### src/rtl/vbi_irq_pkg.sv
// Package: shared constants and helpers for the sticky interrupt controller.
// Assumes sources are spaced a fixed stride apart inside each register byte.
package vbi_irq_pkg;

    // Distance in bits between neighbouring sources inside a register byte.
    localparam int SRC_STRIDE = 2;

    // Per-source control derived from the register port in one cycle.
    typedef struct packed {
        logic mask_we;   // mask byte is being written
        logic mask_bit;  // value written to this source's mask position
        logic clr;       // clear strobe for this source's status
    } src_ctl_t;

    // Bit position of a source inside any of the three register bytes.
    function automatic int src_bit(input int idx);
        return idx * SRC_STRIDE;
    endfunction

endpackage

### src/rtl/irq_regport.sv
// Register port: decodes writes into per-source controls and muxes read data.
// Assumes one access per cycle; read data is combinational from stored state.
module irq_regport
    import vbi_irq_pkg::*;
#(
    parameter int              ADDR_W    = 8,
    parameter int              DATA_W    = 8,
    parameter int              N_SRC     = 4,
    parameter logic [ADDR_W-1:0] MASK_ADDR = 8'h50,
    parameter logic [ADDR_W-1:0] STAT_ADDR = 8'h4E,
    parameter logic [ADDR_W-1:0] CLR_ADDR  = 8'h4F
) (
    input  logic [ADDR_W-1:0] reg_addr,
    input  logic              reg_we,
    input  logic [DATA_W-1:0] reg_wdata,
    input  logic [N_SRC-1:0]  mask_vec,
    input  logic [N_SRC-1:0]  stat_vec,
    output src_ctl_t          ctl [N_SRC],
    output logic [DATA_W-1:0] reg_rdata
);

    logic hit_mask;
    logic hit_stat;
    logic hit_clr;

    // Address match for each of the three bytes.
    always_comb begin
        hit_mask = (reg_addr == MASK_ADDR);
        hit_stat = (reg_addr == STAT_ADDR);
        hit_clr  = (reg_addr == CLR_ADDR);
    end

    // Per-source write decode; status writes deliberately produce nothing.
    for (genvar k = 0; k < N_SRC; k++) begin : g_ctl
        localparam int BIT = src_bit(k);
        always_comb begin
            ctl[k].mask_we  = reg_we && hit_mask;
            ctl[k].mask_bit = reg_wdata[BIT];
            ctl[k].clr      = reg_we && hit_clr && reg_wdata[BIT];
        end
    end

    // Read mux: spread mask or status onto their positions, zero elsewhere.
    always_comb begin
        reg_rdata = '0;
        for (int k = 0; k < N_SRC; k++) begin
            if (hit_mask) reg_rdata[src_bit(k)] = mask_vec[k];
            if (hit_stat) reg_rdata[src_bit(k)] = stat_vec[k];
        end
    end

endmodule

### src/rtl/irq_src_cell.sv
// One source: holds its mask bit and sticky status bit.
// Assumes the event is a synchronous strobe; an enabled event beats a clear.
module irq_src_cell
    import vbi_irq_pkg::*;
(
    input  logic     clk,
    input  logic     rst_n,
    input  logic     evt,
    input  src_ctl_t ctl,
    output logic     mask_q,
    output logic     stat_q
);

    logic mask_rise;

    // Detect a mask write that enables a currently disabled source.
    always_comb mask_rise = ctl.mask_we && ctl.mask_bit && !mask_q;

    // Mask bit storage.
    always_ff @(posedge clk) begin
        if (!rst_n)          mask_q <= 1'b0;
        else if (ctl.mask_we) mask_q <= ctl.mask_bit;
    end

    // Sticky status: set by enabled event, cleared by strobe or enable edge.
    always_ff @(posedge clk) begin
        if (!rst_n)                    stat_q <= 1'b0;
        else if (evt && mask_q)        stat_q <= 1'b1;
        else if (ctl.clr || mask_rise) stat_q <= 1'b0;
    end

    assert_evt_sets_R3: assert property (@(posedge clk) disable iff (!rst_n)
        (evt && mask_q) |=> stat_q);
    assert_masked_quiet_R4: assert property (@(posedge clk) disable iff (!rst_n)
        (!mask_q && !stat_q) |=> !stat_q);
    assert_clear_drops_R5: assert property (@(posedge clk) disable iff (!rst_n)
        (ctl.clr && !(evt && mask_q)) |=> !stat_q);
    assert_enable_clears_R7: assert property (@(posedge clk) disable iff (!rst_n)
        (ctl.mask_we && ctl.mask_bit && !mask_q) |=> !stat_q);

endmodule

### src/rtl/irq_out_stage.sv
// Output stage: ORs enabled pending flags and registers the request.
// Assumes flags and masks come straight from the source cells.
module irq_out_stage #(
    parameter int N_SRC = 4
) (
    input  logic             clk,
    input  logic             rst_n,
    input  logic [N_SRC-1:0] mask_vec,
    input  logic [N_SRC-1:0] stat_vec,
    output logic             irq
);

    logic any_pending;

    // Any source both pending and enabled.
    always_comb any_pending = |(mask_vec & stat_vec);

    // Register the request level.
    always_ff @(posedge clk) begin
        if (!rst_n) irq <= 1'b0;
        else        irq <= any_pending;
    end

    assert_irq_delay_R8: assert property (@(posedge clk) disable iff (!rst_n)
        1'b1 |=> (irq == $past(|(mask_vec & stat_vec))));
    assert_reset_low_R1: assert property (@(posedge clk)
        !rst_n |=> !irq);

endmodule

### src/rtl/vbi_irq_ctrl.sv
// Top: four-source masked sticky interrupt controller with a register port.
// Assumes synchronous active-low reset and single-cycle event strobes.
module vbi_irq_ctrl
    import vbi_irq_pkg::*;
#(
    parameter int              ADDR_W    = 8,
    parameter int              DATA_W    = 8,
    parameter int              N_SRC     = 4,
    parameter logic [ADDR_W-1:0] MASK_ADDR = 8'h50,
    parameter logic [ADDR_W-1:0] STAT_ADDR = 8'h4E,
    parameter logic [ADDR_W-1:0] CLR_ADDR  = 8'h4F
) (
    input  logic              clk,
    input  logic              rst_n,
    input  logic [N_SRC-1:0]  src_evt,
    input  logic [ADDR_W-1:0] reg_addr,
    input  logic              reg_we,
    input  logic [DATA_W-1:0] reg_wdata,
    output logic [DATA_W-1:0] reg_rdata,
    output logic              irq
);

    src_ctl_t         ctl [N_SRC];
    logic [N_SRC-1:0] mask_vec;
    logic [N_SRC-1:0] stat_vec;

    irq_regport #(
        .ADDR_W(ADDR_W), .DATA_W(DATA_W), .N_SRC(N_SRC),
        .MASK_ADDR(MASK_ADDR), .STAT_ADDR(STAT_ADDR), .CLR_ADDR(CLR_ADDR)
    ) u_port (
        .reg_addr (reg_addr),
        .reg_we   (reg_we),
        .reg_wdata(reg_wdata),
        .mask_vec (mask_vec),
        .stat_vec (stat_vec),
        .ctl      (ctl),
        .reg_rdata(reg_rdata)
    );

    // One cell per source.
    for (genvar k = 0; k < N_SRC; k++) begin : g_src
        irq_src_cell u_cell (
            .clk   (clk),
            .rst_n (rst_n),
            .evt   (src_evt[k]),
            .ctl   (ctl[k]),
            .mask_q(mask_vec[k]),
            .stat_q(stat_vec[k])
        );
    end

    irq_out_stage #(.N_SRC(N_SRC)) u_out (
        .clk     (clk),
        .rst_n   (rst_n),
        .mask_vec(mask_vec),
        .stat_vec(stat_vec),
        .irq     (irq)
    );

    assert_stat_write_inert_R9: assert property (@(posedge clk) disable iff (!rst_n)
        (reg_we && reg_addr == STAT_ADDR && src_evt == '0) |=> $stable(stat_vec));
    assert_disable_keeps_R10: assert property (@(posedge clk) disable iff (!rst_n)
        (reg_we && reg_addr == MASK_ADDR && stat_vec[0] && !reg_wdata[0]) |=> stat_vec[0]);

endmodule

### config.mk
export PLATFORM = sky130hd
export DESIGN_NAME = vbi_irq_ctrl
export DESIGN_NICKNAME = d
export VERILOG_FILES = /design/src/rtl/vbi_irq_pkg.sv /design/src/rtl/irq_regport.sv /design/src/rtl/irq_src_cell.sv /design/src/rtl/irq_out_stage.sv /design/src/rtl/vbi_irq_ctrl.sv
export SDC_FILE = /design/constraint.sdc
export NUM_CORES = 1
export LEC_CHECK = 0
export BUFFER_PORTS_ARGS = -buffer_cell sky130_fd_sc_hd__buf_2
export CAP_MARGIN = 10
export CELL_PAD_IN_SITES_DETAIL_PLACEMENT = 1
export CELL_PAD_IN_SITES_GLOBAL_PLACEMENT = 1
export CORE_MARGIN = 1
export CORE_UTILIZATION = 31
export CTS_CLUSTER_DIAMETER = 40
export CTS_CLUSTER_SIZE = 10
export DETAILED_ROUTE_END_ITERATION = 8
export PLACE_DENSITY_LB_ADDON = 0.1
export SYNTH_ARGS = -nofsm -noshare
export SYNTH_HDL_FRONTEND = slang
export SYNTH_SLANG_ARGS = --single-unit
### constraint.sdc
create_clock -name clk -period 3.12 [get_ports clk]
set_clock_uncertainty 0.1 [all_clocks]
set_input_delay 0.156 -clock clk [delete_from_list [all_inputs] [get_ports clk]]
set_output_delay 0.156 -clock clk [all_outputs]
set_load 0.02 [all_outputs]
==> results of run 1 <==
==> per-stage QoR <==
step / util / hold slack (ns) / setup slack (ns)
4_1_cts: 0.417 / 0.00195 / 1.23
2_1_floorplan: - / 0.146 / 1.57
5_1_grt: 0.417 / 0.00583 / 1.16
6_report: 0.417 / 0.00457 / 1.24
3_3_place_gp: 0.396 / 0.274 / 1.26
3_5_place_dp: 0.396 / 0.277 / 1.23
==> placed cells by master, fill, tap and decap left out <==
| cell type | Yosys | routed |
|---|---|---|
| a21o_1 | 4 | 4 |
| nand2_1 | 9 | 9 |
| clkbuf_1 | 1 | 1 |
| nand3b_1 | 4 | 4 |
| a2111oi_0 | 1 | 1 |
| or4b_1 | 2 | 2 |
| mux2i_1 | 4 | 4 |
| dfxtp_1 | 9 | 9 |
| a22oi_1 | 2 | 2 |
| or3b_2 | 1 | 1 |
| clkbuf_4 | 0 | 3 |
| a21boi_0 | 1 | 1 |
| buf_2 | 1 | 23 |
| dlygate4sd3_1 | 0 | 1 |
| nor2_1 | 3 | 3 |
| a21oi_1 | 4 | 4 |
| o311ai_1 | 2 | 2 |
| nand4b_1 | 1 | 1 |
| inv_1 | 1 | 1 |
| nor3_4 | 1 | 1 |
| a22o_1 | 4 | 4 |
| conb_1 | 1 | 4 |
| a31oi_1 | 3 | 3 |
| o311ai_0 | 2 | 2 |
==> cells in the mapped netlist <==
master     instances
buf_4              4
nor3_4             1
nand3b_1           4
or3b_2             1
inv_1              1
nand4b_1           1
a21o_1             4
a22o_1             4
a22oi_1            2
o311ai_0           2
dfxtp_1            9
clkbuf_1           1
a21oi_1            4
conb_1             1
mux2i_1            4
a2111oi_0          1
a31oi_1            3
or4b_1             2
buf_2              1
nand2_1            9
nor2_1             3
o311ai_1           2
a21boi_0           1
==> state kept, by name, indices dropped and copies added, names as in the netlist <==
register	count
g_src.u_cell.stat_q	4
g_src.u_cell.mask_q	4
u_out.irq	1
==> report_power, final <==
group	internal (mW)	total (mW)	switching, mW	leakage, nW
logic	0.0129	0.0319	0.0190	0.245
registers	0.115	0.115	0.000128	0.0725
clock network	0.0493	0.0906	0.0413	0.0150
total	0.177	0.238	0.0604	0.332
==> layout make-up <==
cell class | instances | area (um2)
Sequential cell | 9 | 180
Inverter | 1 | 3.75
Fill cell | 227 | 1010
Timing Repair Buffer | 24 | 125
Tap cell | 25 | 31.3
Multi-Input combinational cell | 52 | 354
Clock buffer | 4 | 26.3
==> per-layer routing <==
| metal | GRT usage | vias to the layer above |
|---|---|---|
| met4 | 0.0364 | 0 |
| li1 | - | 293 |
| met1 | 0.236 | 261 |
| met2 | 0.265 | 16 |
| met5 | 0 | - |
| met3 | 0.0720 | 0 |
==> worst paths after layout <==
| path | startpoint | end | slack (ns) | cells past startpoint |
|---|---|---|---|---|
| setup reg to reg | g_src[0].u_cell.mask_q | g_src[0].u_cell.stat_q | 2.03 | 3 |
| hold reg to reg | g_src[2].u_cell.mask_q | g_src[2].u_cell.mask_q | 0.43 | 2 |
| hold / removal | reg_wdata[4] | g_src[2].u_cell.stat_q | 0.005 | 2 |
| setup / recovery | reg_addr[0] | reg_rdata[6] | 1.24 | 5 |
==> timing repair <==
| action | 4_1_cts | 5_1_grt |
|---|---|---|
| endpoints found under the hold margin | 1 | 0 |
| hold buffers | 1 | 0 |
| setup buffers | 0 | 0 |
==> logic make-up (layout without fill, tap and decap cells) <==
logic type | after synthesis | in the layout | share of synthesized area
compound gates | 23 | 23 | 0.301
simple gates | 21 | 21 | 0.228
mux | 4 | 4 | 0.0708
other cells | 1 | 4 | 0.00663
flops | 9 | 9 | 0.319
buf+inv | 7 | 29 | 0.0752
==> impl_metrics.csv, run 1 <==
group,metric,value,unit
placed_design,placed_cell_area,684,um2
critical_path,crit_slowest_cell,"or4b_1",
sta,slew_violations,0,
worst_hold_path,worst_hold_path_type,"input pin to register",
drt,drc,0,
logic_synthesis,post_synth.cell_area_avg,8.70,um2
drt,first_iter_violations,6,
global_routing,grt_pass1_wl,2.50,mm
floorplan,row_count,15,
status,status,"complete, no violations",
critical_path,start_kind,"input pin",
critical_path,cp_common_cell,"buf_2",
layout,final_cell_count_no_fill,115,
layout,post-route-cell-area,721,um2
global_routing,antenna_found_initial,0,
floorplan,die_y,44.7,um
floorplan,die_area,0.00200,mm2
drt,drt_first_pass_iters,4,
placed_design,dpl.hpwl,1.19,mm
logic_synthesis,synth_area,566,um2
drt,routed_via_density,4.96,
cts,cts_tree,"yes",
global_routing,grt_start_max_net_pins,14,
floorplan,core_area,0.00173,mm2
cts,cts_sinks,9,
critical_path,worstPathRequired,2.86,ns
floorplan,die_w,44.7,um
critical_path,crit_arrival,1.63,ns
layout,antenna_cells,0,
logic_synthesis,ys_seq_area_frac,0.319,
floorplan,ios,32,
logic_synthesis,yosysWarnings,0,
placed_design,dp_cells,110,
sta,finalCritPeriodShare,0.604,
logic_synthesis,synth_top_area_cell,"dfxtp_1",
pwr,ir_drop,230,uV
logic_synthesis,yosysUniqueCellTypes,23,
pwr,p_leak,0.332,nW
cts,numCtsBuffers,3,
drt,wl_met1,710,um
sta,grt_setup_unrepaired,"false",
layout,synthToLayoutAreaGrowth,27.4,%
critical_path,critPathMaxFanout,7,
drt,wl_met2,687,um
cts,clk_latency,0.26,ns
pwr,power_density,330,mW/mm2
pwr,power,0.238,mW
critical_path,slowest_delay,0.69,ns
global_routing,grt-ovfl-total,0,
cts,root_buffer,"clkbuf_4",
logic_synthesis,syn_inst,65,
critical_path,crit_family,"simple AND/OR/NAND/NOR gates",
cts,cts.htree.levels,1,
cts,clockBufferDepth,2,
critical_path,worstPathCellList,"buf_2, or4b_1, nor2_1, a22o_1, buf_2",
global_routing,grt_pass1_vias,529,
sta,max_freq,531,MHz
placed_design,port_buffers,23,
flow_run,maxCapViolCount,0,
drt,route.met3.wl,79,um
layout,nets,114,
sta,finalSetupTns,0,ns
placed_design,routabilityCongestion,0.688,
drt,postRouteAntennaNets,0,
drt,wl,1.48,mm
critical_path,endpoint_kind,"output port",
logic_synthesis,synth-seq-cells,9,
layout,drive_above_1_share,0.311,
floorplan,start_util,0.328,
sta,finalWorstPathRequiredPeriod,1.88,ns
critical_path,path_buf_inv,2,
drt,via_count,570,
logic_synthesis,synth_top_cell_area_share,0.319,
global_routing,grtUsageTotal,0.175,
cts,ctsResizeCount,0,
sta,finalHoldViolCount,0,
critical_path,crit_type,"input pin to output port",
drt,top_layer_used,"met3",
cts,clk_pin_slew,0.06,ns
logic_synthesis,synth_area_leaders,"dfxtp_1 (32%), mux2i_1 (7.1%), a22o_1 (6.2%)",
drt,routedWlPerCell,12.8,um
sta,setup_viol,0,
(Power assumes the default switching activity.)
==> inputs of run 2 (changes only) <==
--- a/config.mk
+++ b/config.mk
@@ -10,7 +10,7 @@
 export CELL_PAD_IN_SITES_DETAIL_PLACEMENT = 1
 export CELL_PAD_IN_SITES_GLOBAL_PLACEMENT = 1
 export CORE_MARGIN = 1
-export CORE_UTILIZATION = 31
+export CORE_UTILIZATION = 29
 export CTS_CLUSTER_DIAMETER = 40
 export CTS_CLUSTER_SIZE = 10
 export DETAILED_ROUTE_END_ITERATION = 8
==> constraint.sdc (replaced) <==
create_clock -name clk -period 1.89 [get_ports clk]
set_clock_uncertainty 0.1 [all_clocks]
set_input_delay 0.0945 -clock clk [delete_from_list [all_inputs] [get_ports clk]]
set_output_delay 0.0945 -clock clk [all_outputs]
set_load 0.02 [all_outputs]
==> impl_metrics.csv, run 2 (synthesis results as in run 1) <==
group,metric,value,unit
drt,postRouteAntennaNets,0,
floorplan,ios,32,
layout,final_common_cell,"buf_2",
pwr,power_density,525,mW/mm2
drt,wl,1.45,mm
critical_path,worst_r2r_path_depth,3,
critical_path,endpoint_kind,"output port",
worst_hold_path,worst_hold_path_type,"input pin to register",
critical_path,crit_type,"input pin to output port",
floorplan,die_area,0.00213,mm2
pwr,power,0.394,mW
status,status,"complete, no violations",
layout,reg_top3,"g_src.u_cell.mask_q (4), g_src.u_cell.stat_q (4), u_out.irq (1)",
sta,slew_violations,0,
cts,cts_hold_buf,4,
global_routing,grt-ovfl-total,0,
critical_path,critPathMaxFanout,7,
placed_design,routabilityCongestion,0.648,
critical_path,r2r_setup_slack,0.79,ns
layout,layout_common_cells,"buf_2 (23), nand2_1 (9), dfxtp_1 (9)",
sta,finalHoldViolCount,0,
floorplan,die_w,46.2,um
sta,max_freq,578,MHz
floorplan,die_y,46.2,um
critical_path,reg2reg_to,"g_src[2].u_cell.stat_q",
cts,numCtsBuffers,3,
critical_path,r2r-start,"g_src[2].u_cell.mask_q",
layout,synthToLayoutAreaGrowth,32.7,%
sta,finalWorstPathRequiredPeriod,1.73,ns
flow_run,maxCapViolCount,0,
drt,routed_via_density,4.99,
sta,finalSetupTns,0,ns
sta,hold_ws,0.0652,ns
global_routing,grt_start_max_net_pins,14,
cts,clk_pin_slew,0.06,ns
critical_path,worstPathRequired,1.70,ns
cts,cts_sinks,9,
critical_path,crit_end,"reg_rdata[6]",
critical_path,start_kind,"input pin",
placed_design,dpl.hpwl,1.19,mm
floorplan,core_area,0.00178,mm2
drt,via_count,589,
cts,post_cts_buffers,0,
critical_path,crit_arrival,1.54,ns
sta,setup_slack,0.159,ns
sta,setup_viol,0,
pwr,ir_drop,313,uV
global_routing,grtUsageTotal,0.162,
drt,drt_first_pass_iters,3,
drt,first_iter_violations,2,
floorplan,row_count,15,
layout,antenna_cells,0,
global_routing,grt_pass1_wl,2.38,mm
cts,cts.htree.levels,1,
global_routing,grt_pass1_vias,529,
cts,clk_latency,0.26,ns
critical_path,cp-startpoint,"reg_addr[0]",
pwr,p_leak,0.345,nW
drt,drc,0,
placed_design,dpl_worst_slack,0.134,ns
cts,ctsResizeCount,0,
global_routing,antenna_found_initial,0,
drt,routedWlPerCell,12.3,um
sta,grt_setup_unrepaired,"false",
cts,cts_tree,"yes",
floorplan,start_util,0.317,
layout,nets,117,
layout,drive_above_1_share,0.301,
cts,clockBufferDepth,2,
sta,finalCritPeriodShare,0.916,
placed_design,port_buffers,23,
cts,root_buffer,"clkbuf_4",
run 2: per-stage QoR:
stage | std cells | area, um2 | util
after global placement | 110 | 684 | 0.384
after detailed placement | 110 | 684 | 0.384
after CTS | 118 | 751 | 0.421
final | 118 | 751 | 0.421
after global routing | 118 | 751 | 0.421
after floorplan | 68 | 577 | -
run 2: worst max-delay path: stages:
cell and delay [ns]:
buf_2 0.10, or4b_1 0.69, nor2_1 0.30, a22o_1 0.19
buf_2 0.15
run 2: worst min path at each step:
stage	from	to	slack, ns	depth (start not counted)
2_1_floorplan	reg_wdata[2]	g_src[1].u_cell.stat_q	0.08	1
3_3_place_gp	reg_wdata[2]	g_src[1].u_cell.stat_q	0.21	2
3_5_place_dp	reg_wdata[2]	g_src[1].u_cell.stat_q	0.21	2
4_1_cts	src_evt[3]	g_src[3].u_cell.stat_q	0.06	3
5_1_grt	src_evt[0]	g_src[0].u_cell.stat_q	0.09	3
6_report	src_evt[1]	g_src[1].u_cell.stat_q	0.07	3
run 2: layout make-up:
cell class / instances / area [um2]
Timing Repair Buffer: 27 / 155
Multi-Input combinational cell: 52 / 354
Tap cell: 25 / 31.3
Fill cell: 233 / 1030
Sequential cell: 9 / 180
Inverter: 1 / 3.75
Clock buffer: 4 / 26.3
run 2: metal layers:
layer,vias to the layer above,wire (um),GRT usage
met4,0,7,0.0353
li1,300,-,-
met1,270,672,0.210
met2,17,695,0.248
met5,-,0,0
met3,2,76,0.0706
run 2: report_power, final:
part	total [mW]	internal (mW)	switching [mW]
sequential	0.190	0.190	0.000213
clock	0.147	0.0813	0.0658
combinational	0.0569	0.0253	0.0316
